[config.mk]
export PLATFORM = sky130hd
export DESIGN_NAME = spi_cs_seq
export DESIGN_NICKNAME = d
export VERILOG_FILES = /design/src/rtl/spi_seq_pkg.sv /design/src/rtl/spi_seq_tick.sv /design/src/rtl/spi_seq_slot.sv /design/src/rtl/spi_seq_shreg.sv /design/src/rtl/spi_cs_seq.sv
export SDC_FILE = /design/constraint.sdc
export NUM_CORES = 1
export LEC_CHECK = 0
export ABC_AREA = 1
export BUFFER_PORTS_ARGS = -buffer_cell sky130_fd_sc_hd__buf_2
export CAP_MARGIN = 20
export CELL_PAD_IN_SITES_DETAIL_PLACEMENT = 1
export CELL_PAD_IN_SITES_GLOBAL_PLACEMENT = 1
export CORE_MARGIN = 2
export CORE_UTILIZATION = 40
export CTS_BUF_LIST = sky130_fd_sc_hd__clkbuf_16
export DETAILED_ROUTE_END_ITERATION = 16
export HOLD_SLACK_MARGIN = 0.12
export PLACE_DENSITY = 0.82
export SYNTH_ARGS = -nofsm -noshare
export SYNTH_HDL_FRONTEND = slang
export SYNTH_SLANG_ARGS = --single-unit
[constraint.sdc]
create_clock -name clk -period 1.7 [get_ports clk]
set_input_delay 0.34 -clock clk [delete_from_list [all_inputs] [get_ports clk]]
set_output_delay 0.34 -clock clk [all_outputs]
set_load 0.03 [all_outputs]
[src/rtl/spi_seq_pkg.sv]
package spi_seq_pkg;

    typedef enum logic [2:0] {
        ST_IDLE,
        ST_ASSERT,
        ST_LEAD,
        ST_SHIFT,
        ST_LAG,
        ST_NEGATE
    } seq_state_t;

    // Number of serial-clock periods for one interval: 1 when disabled, field+1 otherwise.
    function automatic logic [3:0] interval_periods(input logic en, input logic [2:0] field);
        return en ? ({1'b0, field} + 4'd1) : 4'd1;
    endfunction

endpackage

[src/rtl/spi_seq_tick.sv]
module spi_seq_tick #(
    parameter int HALF = 4
) (
    input  logic clk,
    input  logic rst_n,
    input  logic run,
    output logic tick
);
    localparam int CW = (HALF > 1) ? $clog2(HALF) : 1;

    logic [CW-1:0] cnt;

    always_ff @(posedge clk or negedge rst_n) begin
        if (!rst_n)                     cnt <= '0;
        else if (!run)                  cnt <= '0;
        else if (cnt == CW'(HALF - 1))  cnt <= '0;
        else                            cnt <= cnt + 1'b1;
    end

    assign tick = run && (cnt == CW'(HALF - 1));

    // half-period ticks are never back to back (R7 pulse width)
    assert_tick_spacing_R7: assert property (@(posedge clk) disable iff (!rst_n)
        tick |=> !tick);

endmodule

[src/rtl/spi_seq_slot.sv]
module spi_seq_slot #(
    parameter int NSLOT = 4,
    localparam int SW   = (NSLOT > 1) ? $clog2(NSLOT) : 1
) (
    input  logic          clk,
    input  logic          rst_n,
    input  logic          adv,
    output logic [SW-1:0] ptr
);
    always_ff @(posedge clk or negedge rst_n) begin
        if (!rst_n)                           ptr <= '0;
        else if (adv && ptr == SW'(NSLOT-1))  ptr <= '0;
        else if (adv)                         ptr <= ptr + 1'b1;
    end

    assert_slot_hold_R10: assert property (@(posedge clk) disable iff (!rst_n)
        !adv |=> $stable(ptr));

    assert_slot_range_R10: assert property (@(posedge clk) disable iff (!rst_n)
        ptr <= SW'(NSLOT-1));

endmodule

[src/rtl/spi_seq_shreg.sv]
module spi_seq_shreg #(
    parameter int W = 8
) (
    input  logic         clk,
    input  logic         rst_n,
    input  logic         load,
    input  logic         shift,
    input  logic [W-1:0] din,
    input  logic         sin,
    output logic [W-1:0] dout
);
    always_ff @(posedge clk or negedge rst_n) begin
        if (!rst_n)     dout <= '0;
        else if (load)  dout <= din;
        else if (shift) dout <= {dout[W-2:0], sin};
    end

endmodule

[src/rtl/spi_cs_seq.sv]
module spi_cs_seq
    import spi_seq_pkg::*;
#(
    parameter int DIV   = 8,
    parameter int NSLOT = 4,
    parameter int W     = 8,
    localparam int SW   = (NSLOT > 1) ? $clog2(NSLOT) : 1
) (
    input  logic             clk,
    input  logic             rst_n,
    input  logic             start,
    input  logic [W-1:0]     tx_data,
    input  logic [NSLOT-1:0] lead_en,
    input  logic [NSLOT-1:0] lag_en,
    input  logic [2:0]       lead_dly,
    input  logic [2:0]       lag_dly,
    input  logic             miso,
    output logic             ss_n,
    output logic             sck,
    output logic             mosi,
    output logic [W-1:0]     rx_data,
    output logic             done,
    output logic             busy,
    output logic [SW-1:0]    slot
);
    localparam int HALF = DIV / 2;
    localparam int CW   = $clog2(8 * DIV + 1);
    localparam int BW   = $clog2(W);

    seq_state_t    state, nxt;
    logic [3:0]    lead_q, lag_q;
    logic [CW-1:0] cnt;
    logic          sck_q;
    logic [BW-1:0] bits;
    logic          tick, fall_tick, last_fall, accept;
    logic [W-1:0]  sh;

    assign accept    = (state == ST_IDLE) && start;
    assign fall_tick = (state == ST_SHIFT) && tick && sck_q;
    assign last_fall = fall_tick && (bits == BW'(W - 1));

    spi_seq_tick #(.HALF(HALF)) u_tick (
        .clk(clk), .rst_n(rst_n), .run(state == ST_SHIFT), .tick(tick)
    );

    spi_seq_slot #(.NSLOT(NSLOT)) u_slot (
        .clk(clk), .rst_n(rst_n), .adv(state == ST_NEGATE), .ptr(slot)
    );

    spi_seq_shreg #(.W(W)) u_sh (
        .clk(clk), .rst_n(rst_n), .load(accept), .shift(fall_tick),
        .din(tx_data), .sin(miso), .dout(sh)
    );

    // state register
    always_ff @(posedge clk or negedge rst_n) begin
        if (!rst_n) state <= ST_IDLE;
        else        state <= nxt;
    end

    always_comb begin
        nxt = state;
        unique case (state)
            ST_IDLE:   if (start)            nxt = ST_ASSERT;
            ST_ASSERT:                       nxt = ST_LEAD;
            ST_LEAD:   if (cnt == '0)        nxt = ST_SHIFT;
            ST_SHIFT:  if (last_fall)        nxt = ST_LAG;
            ST_LAG:    if (cnt == '0)        nxt = ST_NEGATE;
            ST_NEGATE:                       nxt = ST_IDLE;
            default:                         nxt = ST_IDLE;
        endcase
    end

    // captured settings, interval counter, clock phase and bit count
    always_ff @(posedge clk or negedge rst_n) begin
        if (!rst_n) begin
            lead_q <= 4'd1;
            lag_q  <= 4'd1;
            cnt    <= '0;
            sck_q  <= 1'b0;
            bits   <= '0;
        end else begin
            if (accept) begin
                lead_q <= interval_periods(lead_en[slot], lead_dly);
                lag_q  <= interval_periods(lag_en[slot],  lag_dly);
            end

            if (state == ST_ASSERT)  cnt <= CW'(32'(lead_q) * DIV - 2);
            else if (last_fall)      cnt <= CW'(32'(lag_q) * DIV - 1);
            else if (cnt != '0)      cnt <= cnt - 1'b1;

            if (state == ST_LEAD && cnt == '0)   sck_q <= 1'b1;
            else if (state == ST_SHIFT && tick)  sck_q <= ~sck_q;
            else if (state != ST_SHIFT)          sck_q <= 1'b0;

            if (state == ST_LEAD)  bits <= '0;
            else if (fall_tick)    bits <= bits + 1'b1;
        end
    end

    // outputs
    always_comb begin
        ss_n = 1'b0;
        sck  = 1'b0;
        mosi = 1'b0;
        done = 1'b0;
        busy = 1'b1;
        unique case (state)
            ST_IDLE:   begin ss_n = 1'b1; busy = 1'b0; end
            ST_SHIFT:  begin sck = sck_q; mosi = sh[W-1]; end
            ST_NEGATE: begin ss_n = 1'b1; busy = 1'b0; done = 1'b1; end
            default:   ;
        endcase
    end

    assign rx_data = sh;

    assert_ss_idle_R2: assert property (@(posedge clk) disable iff (!rst_n)
        !busy |-> ss_n);

    assert_start_frames_R2: assert property (@(posedge clk) disable iff (!rst_n)
        (!busy && !done && start) |=> (busy && !ss_n));

    assert_sck_in_frame_R7: assert property (@(posedge clk) disable iff (!rst_n)
        sck |-> !ss_n);

    assert_done_single_R9: assert property (@(posedge clk) disable iff (!rst_n)
        done |=> !done);

    assert_done_on_release_R9: assert property (@(posedge clk) disable iff (!rst_n)
        done |-> $rose(ss_n));

    assert_slot_step_R10: assert property (@(posedge clk) disable iff (!rst_n)
        done |=> (slot != $past(slot)) || (NSLOT == 1));

    assert_settings_frozen_R12: assert property (@(posedge clk) disable iff (!rst_n)
        (busy && $past(busy)) |-> ($stable(lead_q) && $stable(lag_q)));

    assert_mosi_stable_R8: assert property (@(posedge clk) disable iff (!rst_n)
        $rose(sck) |-> $stable(mosi) || $past(state) == ST_LEAD);

endmodule

== Yosys cells after proc, flatten, opt, wreduce, memory -nomap -nowiden ==
Cells that the tools add are included.
Word-level totals
  register bits: 34
  word-level logic and storage cells: 79
Cells by class
  bitwise gates (word level): 1
  $lt $le $gt $ge: 1
  reductions and logical operators: 17
  $add $sub $neg: 8
  muxes and demuxes: 30
  equal/unequal tests: 13
Operators with widths (count)
  7-bit 2-to-1 mux: 3
  3-bit 2-to-1 mux: 6
  8-bit 2-to-1 mux: 2
  3-bit case mux with 5 select lines: 1
  7-bit by 1-bit subtractor with 7-bit output (second input constant): 2
  1-bit 2-to-1 mux: 10
  3-bit equality test (second input constant): 3
  3-bit by 1-bit adder with 4-bit output (second input constant): 2
  2-bit 2-to-1 mux: 4
  4-bit 2-to-1 mux: 2
  2-bit inequality test (second input constant): 4
  1-bit logical AND: 7
  7-bit zero test: 1
  7-bit nonzero test: 1
  7-bit by 2-bit subtractor with 7-bit output (second input constant): 1
  3-bit by 2-bit equality test with 1-bit output (second input constant): 2
  2-bit nonzero test: 3
  3-bit nonzero test: 2
  2-bit by 1-bit adder with 2-bit output (second input constant): 2
  1-bit binary-select mux with 2-bit select: 2
  2-bit equality test (second input constant): 2
  4-bit AND reduction: 1
  3-bit by 1-bit adder with 3-bit output (second input constant): 1
  3-bit by 1-bit equality test with 1-bit output (second input constant): 1
  other kinds (5): 5

== Depth between registers and ports, before layout ==
  word-level depth: 7
  mapped depth: 9
  gate-level depth less buffers: 9

== By module ==
A second synthesis with hierarchy kept.
Second synthesis, totals
  cells, all modules: 250
  area, all modules: 1975.6 um2
By module, submodules not included
  spi_cs_seq: sequential area each 553.0 um2, cells each 185, area an instance 1420.1 um2, times used 1
  spi_seq_shreg: sequential area each 200.2 um2, cells each 44, area an instance 374.1 um2, times used 1
  spi_seq_slot: sequential area each 50.0 um2, cells each 11, area an instance 92.6 um2, times used 1
  spi_seq_tick: sequential area each 50.0 um2, cells each 10, area an instance 88.8 um2, times used 1

== Worst setup path before layout ==
Ideal clock, no wire load.
  path kind: register -> output
  start point: register state[2]
  end point: output port ss_n
  setup slack: -0.382 ns
  arrival time: 1.742 ns
  cell stages (with the launch flop): 5
  path through: dfrtp_1 > inv_1 > nor2_1 > nor2_1 > inv_1
On the way
  word-level cells in the longest chain between the ends: 3
Ends and longest elaborated chain
  start, declared: RTL line spi_cs_seq.sv:30  | seq_state_t state, nxt;
  start signal, assigned: RTL line spi_cs_seq.sv:58  | else state <= nxt;
  3-bit equality test / 3-bit zero test (equally long branches): RTL line spi_cs_seq.sv:108  | unique case (state)
  2-bit OR reduction (no source line) *
  1-bit 2-to-1 mux *: RTL line spi_cs_seq.sv:108
  end, declared: RTL line spi_cs_seq.sv:18  | output logic ss_n,
Mark *: on every way between the ends. The rest lies on a longest branch, timed or not.

== Worst setup path in the final report ==
  start point: register state[1]
  end point: output port ss_n
Same word-level chain as after synthesis.

==> results.sh <==
export IMPL_status="completed"
export IMPL_max_cap_violations=0
export IMPL_min_period_over_period_pct=97.8
export IMPL_worstRegToRegCells=6
export IMPL_gr_total_overflow=0
export IMPL_met2_usage_pct=36.7
export IMPL_setup_worst_path_end_class="primary output"
export IMPL_standard_cell_core_area_sq_um=4660
export IMPL_finalClockSkew_ps=2.34
export IMPL_cts_tree="yes"
export IMPL_ctsLongestPathBuffers=2
export IMPL_min_period_ps=1660
export IMPL_gp_routability_congestion=0.738
export IMPL_seq_area_frac_synth_pct=44.5
export IMPL_detail_route_antenna_nets=0
export IMPL_final_setup_worst_slack_ps=37.8
export IMPL_htree_levels=2
export IMPL_worst_hold_path_endpoint="u_sh.dout[6]"
export IMPL_worst_setup_path_start_kind="flip-flop"
export IMPL_timing_reg2reg_setup_slack_ps=150
export IMPL_setup_tns_ps=0
export IMPL_design_area_sq_um=2440
export IMPL_comb_power_share_pct=48.4
export IMPL_timing_final_max_slew_violations=0
export IMPL_ys_top_cells_by_area="sky130_fd_sc_hd__dfrtp_1, sky130_fd_sc_hd__nand2_1, sky130_fd_sc_hd__inv_1"
export IMPL_cts_root_buffer_cell="sky130_fd_sc_hd__clkbuf_16"
export IMPL_wire_length_of_the_first_global_routing_pass_um=8270
export IMPL_cts_num_sinks=34
export IMPL_max_clock_freq_mhz=602
export IMPL_die_width_um=73.2
export IMPL_switching_power_uw=1970
export IMPL_areaGrowthSynthToFinish_pct=27.4
export IMPL_max_slew_worst_pin_slew_ps=446
export IMPL_cp_arrival_ps=1320
export IMPL_intPower_uw=2440
export IMPL_setup_viol=0
export IMPL_min_path_cells=3
export IMPL_rr_startpoint="cnt[0]"
export IMPL_detailed_route_drc_error_count=0
export IMPL_yosysMostFrequentCell="sky130_fd_sc_hd__nand2_1"
export IMPL_wl_per_cell_um=15.0
export IMPL_max_transition_margin_pct=70.2
export IMPL_yosysWarningCount=0
export IMPL_crit_required_ps=1360
export IMPL_synthesis_area_per_instance_sq_um=8.23
export IMPL_clock_power_share_pct=19.9
export IMPL_drive_above_1_share_pct=29.4
export IMPL_final_hold_viol_count=0
export IMPL_grt_total_usage_pct=20.7
export IMPL_fill_cells=571
export IMPL_vdd_drop_max_mv=0.703
export IMPL_diodes=0
export IMPL_drt_iter0_drc=56
export IMPL_pwr_density_cell_nw_per_um2=1810
export IMPL_synth_net_count=269
export IMPL_via_count=1773
export IMPL_dpl_hpwl_um=3750
export IMPL_fp_dieArea_sq_um=5360
export IMPL_placedCellCount=328
export IMPL_ys_flop_type="sky130_fd_sc_hd__dfrtp_1"
export IMPL_synth_top_cells_by_count="sky130_fd_sc_hd__nand2_1, sky130_fd_sc_hd__inv_1, sky130_fd_sc_hd__dfrtp_1, sky130_fd_sc_hd__nor2_1"
export IMPL_yosysTopAreaCellShare_pct=41.7
export IMPL_power_switching_share_pct=44.7
export IMPL_synth_seq_cells=34
export IMPL_count_of_nets_after_finishing=324
export IMPL_maximum_number_of_pins_on_one_net_before_global_route_repair=35
export IMPL_globalRouteMet1Util_pct=23.0
export IMPL_number_of_placement_rows=25
export IMPL_drt_vias_per_instance=5.17
export IMPL_worst_skew_pair_late_latency_ps=280
export IMPL_post_layout_nonfiller_instances=343
export IMPL_synth_async_reset_ratio_pct=100
export IMPL_global_route_met3_utilization_pct=5.25
export IMPL_place_port_buffers=40
export IMPL_via_count_of_the_first_global_routing_pass=1788
export IMPL_clkSlewWorstSetupHoldPaths_ps=50
export IMPL_leakage_uw=0.00126
export IMPL_worst_hold_path_type="in2reg"
export IMPL_detailed_router_iteration_count_before_antenna_repair=4
export IMPL_boundaryPins=41
export IMPL_post_placement_cell_area_sq_um=2200
export IMPL_floorplan_initialDensity_pct=41.2
export IMPL_timing_critical_path_fanout_max=5
export IMPL_synth_area_sq_um=1920
export IMPL_yosysTopAreaCell="sky130_fd_sc_hd__dfrtp_1"
export IMPL_synthDistinctLibCells=30
export IMPL_globalRoute_busiestLayer="met2"
export IMPL_kind_of_critical_path="reg2out"
export IMPL_seq_power_share_pct=31.7
export IMPL_wirelength_um=5140
export IMPL_reg2reg_end="state[0]"
export IMPL_numCtsBuffers=5
export IMPL_rsz0062_at_grt="yes"
export IMPL_hold_start="tx_data[6]"
export IMPL_die_h_um=73.2
export IMPL_preCtsSetupSlack_ps=145
export IMPL_grt_antenna_before_repair=0
export IMPL_synth_enable_flop_cells=0
export IMPL_syn_inst=233
==> sequential cells by signal, indices dropped and copies added, names as in the netlist <==
register and count:
u_sh.dout 8, cnt 7, lag_q 4, lead_q 4
bits 3, state 3, u_slot.ptr 2, u_tick.cnt 2
sck_q 1
==> worst max path at each step <==
stage                        start         to  cells after the start
after floorplan           state[2]       ss_n                      4
after global placement    state[0]  lead_q[0]                      7
after detailed placement  state[0]  lead_q[2]                      7
after CTS                 state[2]        sck                      4
after global routing      state[1]       ss_n                      6
final                     state[1]       ss_n                      6
==> cell families (layout without fill, tap and decap cells) <==
logic type / Yosys count / in the layout / synth area share, %
simple gates: 99 / 99 / 23.2
buf+inv: 42 / 98 / 9.13
compound gates: 41 / 41 / 13.4
flops: 34 / 34 / 44.5
fa+ha+maj: 10 / 10 / 6.52
xor+xnor: 7 / 7 / 3.20
==> per-layer routing <==
layer / share of wire, % / vias up / wire length [um]
met4: 2.5 / 0 / 127
met3: 3.4 / 9 / 177
met5: 0 / - / 0
li1: - / 876 / -
met1: 41 / 853 / 2110
met2: 53 / 35 / 2720
==> cell type report <==
cell class              instances  area (sq um)  share of cell area [%]
repair buffers                 52           307                    12.5
clock buffers                   5           125                    5.12
clock inverters                 3          16.3                   0.666
flip-flops and latches         34           857                    35.1
inverters                      38           146                    5.99
well taps                      54          67.6                    2.76
multi-input cells             157           925                    37.8
==> repair_timing <==
action / CTS / global route
hold endpoints to repair: 32 / 0
hold buffers: 1 / 0
pin swaps: 1 / 5
setup buffers: 1 / 5
setup endpoints to repair: 5 / 4
gates cloned: 0 / 0
gates resized for setup: 10 / 10
==> power by group through the flow <==
stage	clock (uW)	combinational (uW)	sequential (uW)
floorplan	0	1190	1560
global placement	0	1850	1370
detailed placement	0	1940	1390
CTS	900	2010	1410
global route	927	2380	1440
finish	878	2130	1400
==> metrics by stage <==
step                hold WS [ps]  util (%)  power, uW
floorplan                   44.4         -       2760
global placement             407      47.2       3220
detailed placement           403      47.2       3330
CTS                          268      51.2       4320
global route                 303      52.4       4750
finish                       282      52.4       4410
==> worst max-delay path, stage by stage, from the launching register on <==
cell	delay, ps
sky130_fd_sc_hd__dfrtp_2	440
sky130_fd_sc_hd__nor2_4	150
sky130_fd_sc_hd__inv_2	60
sky130_fd_sc_hd__nor2_4	160
sky130_fd_sc_hd__nor2_4	50
sky130_fd_sc_hd__inv_2	50
sky130_fd_sc_hd__buf_6	120
==> placed cells by master, fill, tap and decap left out, types with 4 or more instances in the layout <==
| cell | n |
|---|---|
| sky130_fd_sc_hd__nand2_1 | 44 |
| sky130_fd_sc_hd__buf_2 | 36 |
| sky130_fd_sc_hd__inv_1 | 33 |
| sky130_fd_sc_hd__dfrtp_1 | 29 |
| sky130_fd_sc_hd__nor2_1 | 17 |
| sky130_fd_sc_hd__o21ai_0 | 17 |
| sky130_fd_sc_hd__nand3_1 | 17 |
| sky130_fd_sc_hd__buf_4 | 14 |
| sky130_fd_sc_hd__ha_1 | 10 |
| sky130_fd_sc_hd__o221ai_1 | 7 |
| sky130_fd_sc_hd__nor2_4 | 5 |
| sky130_fd_sc_hd__a21oi_1 | 5 |
| sky130_fd_sc_hd__clkbuf_16 | 5 |
| sky130_fd_sc_hd__nor2_2 | 4 |
| sky130_fd_sc_hd__xor2_1 | 4 |
No activity file was read; power rests on OpenSTA's default activity.
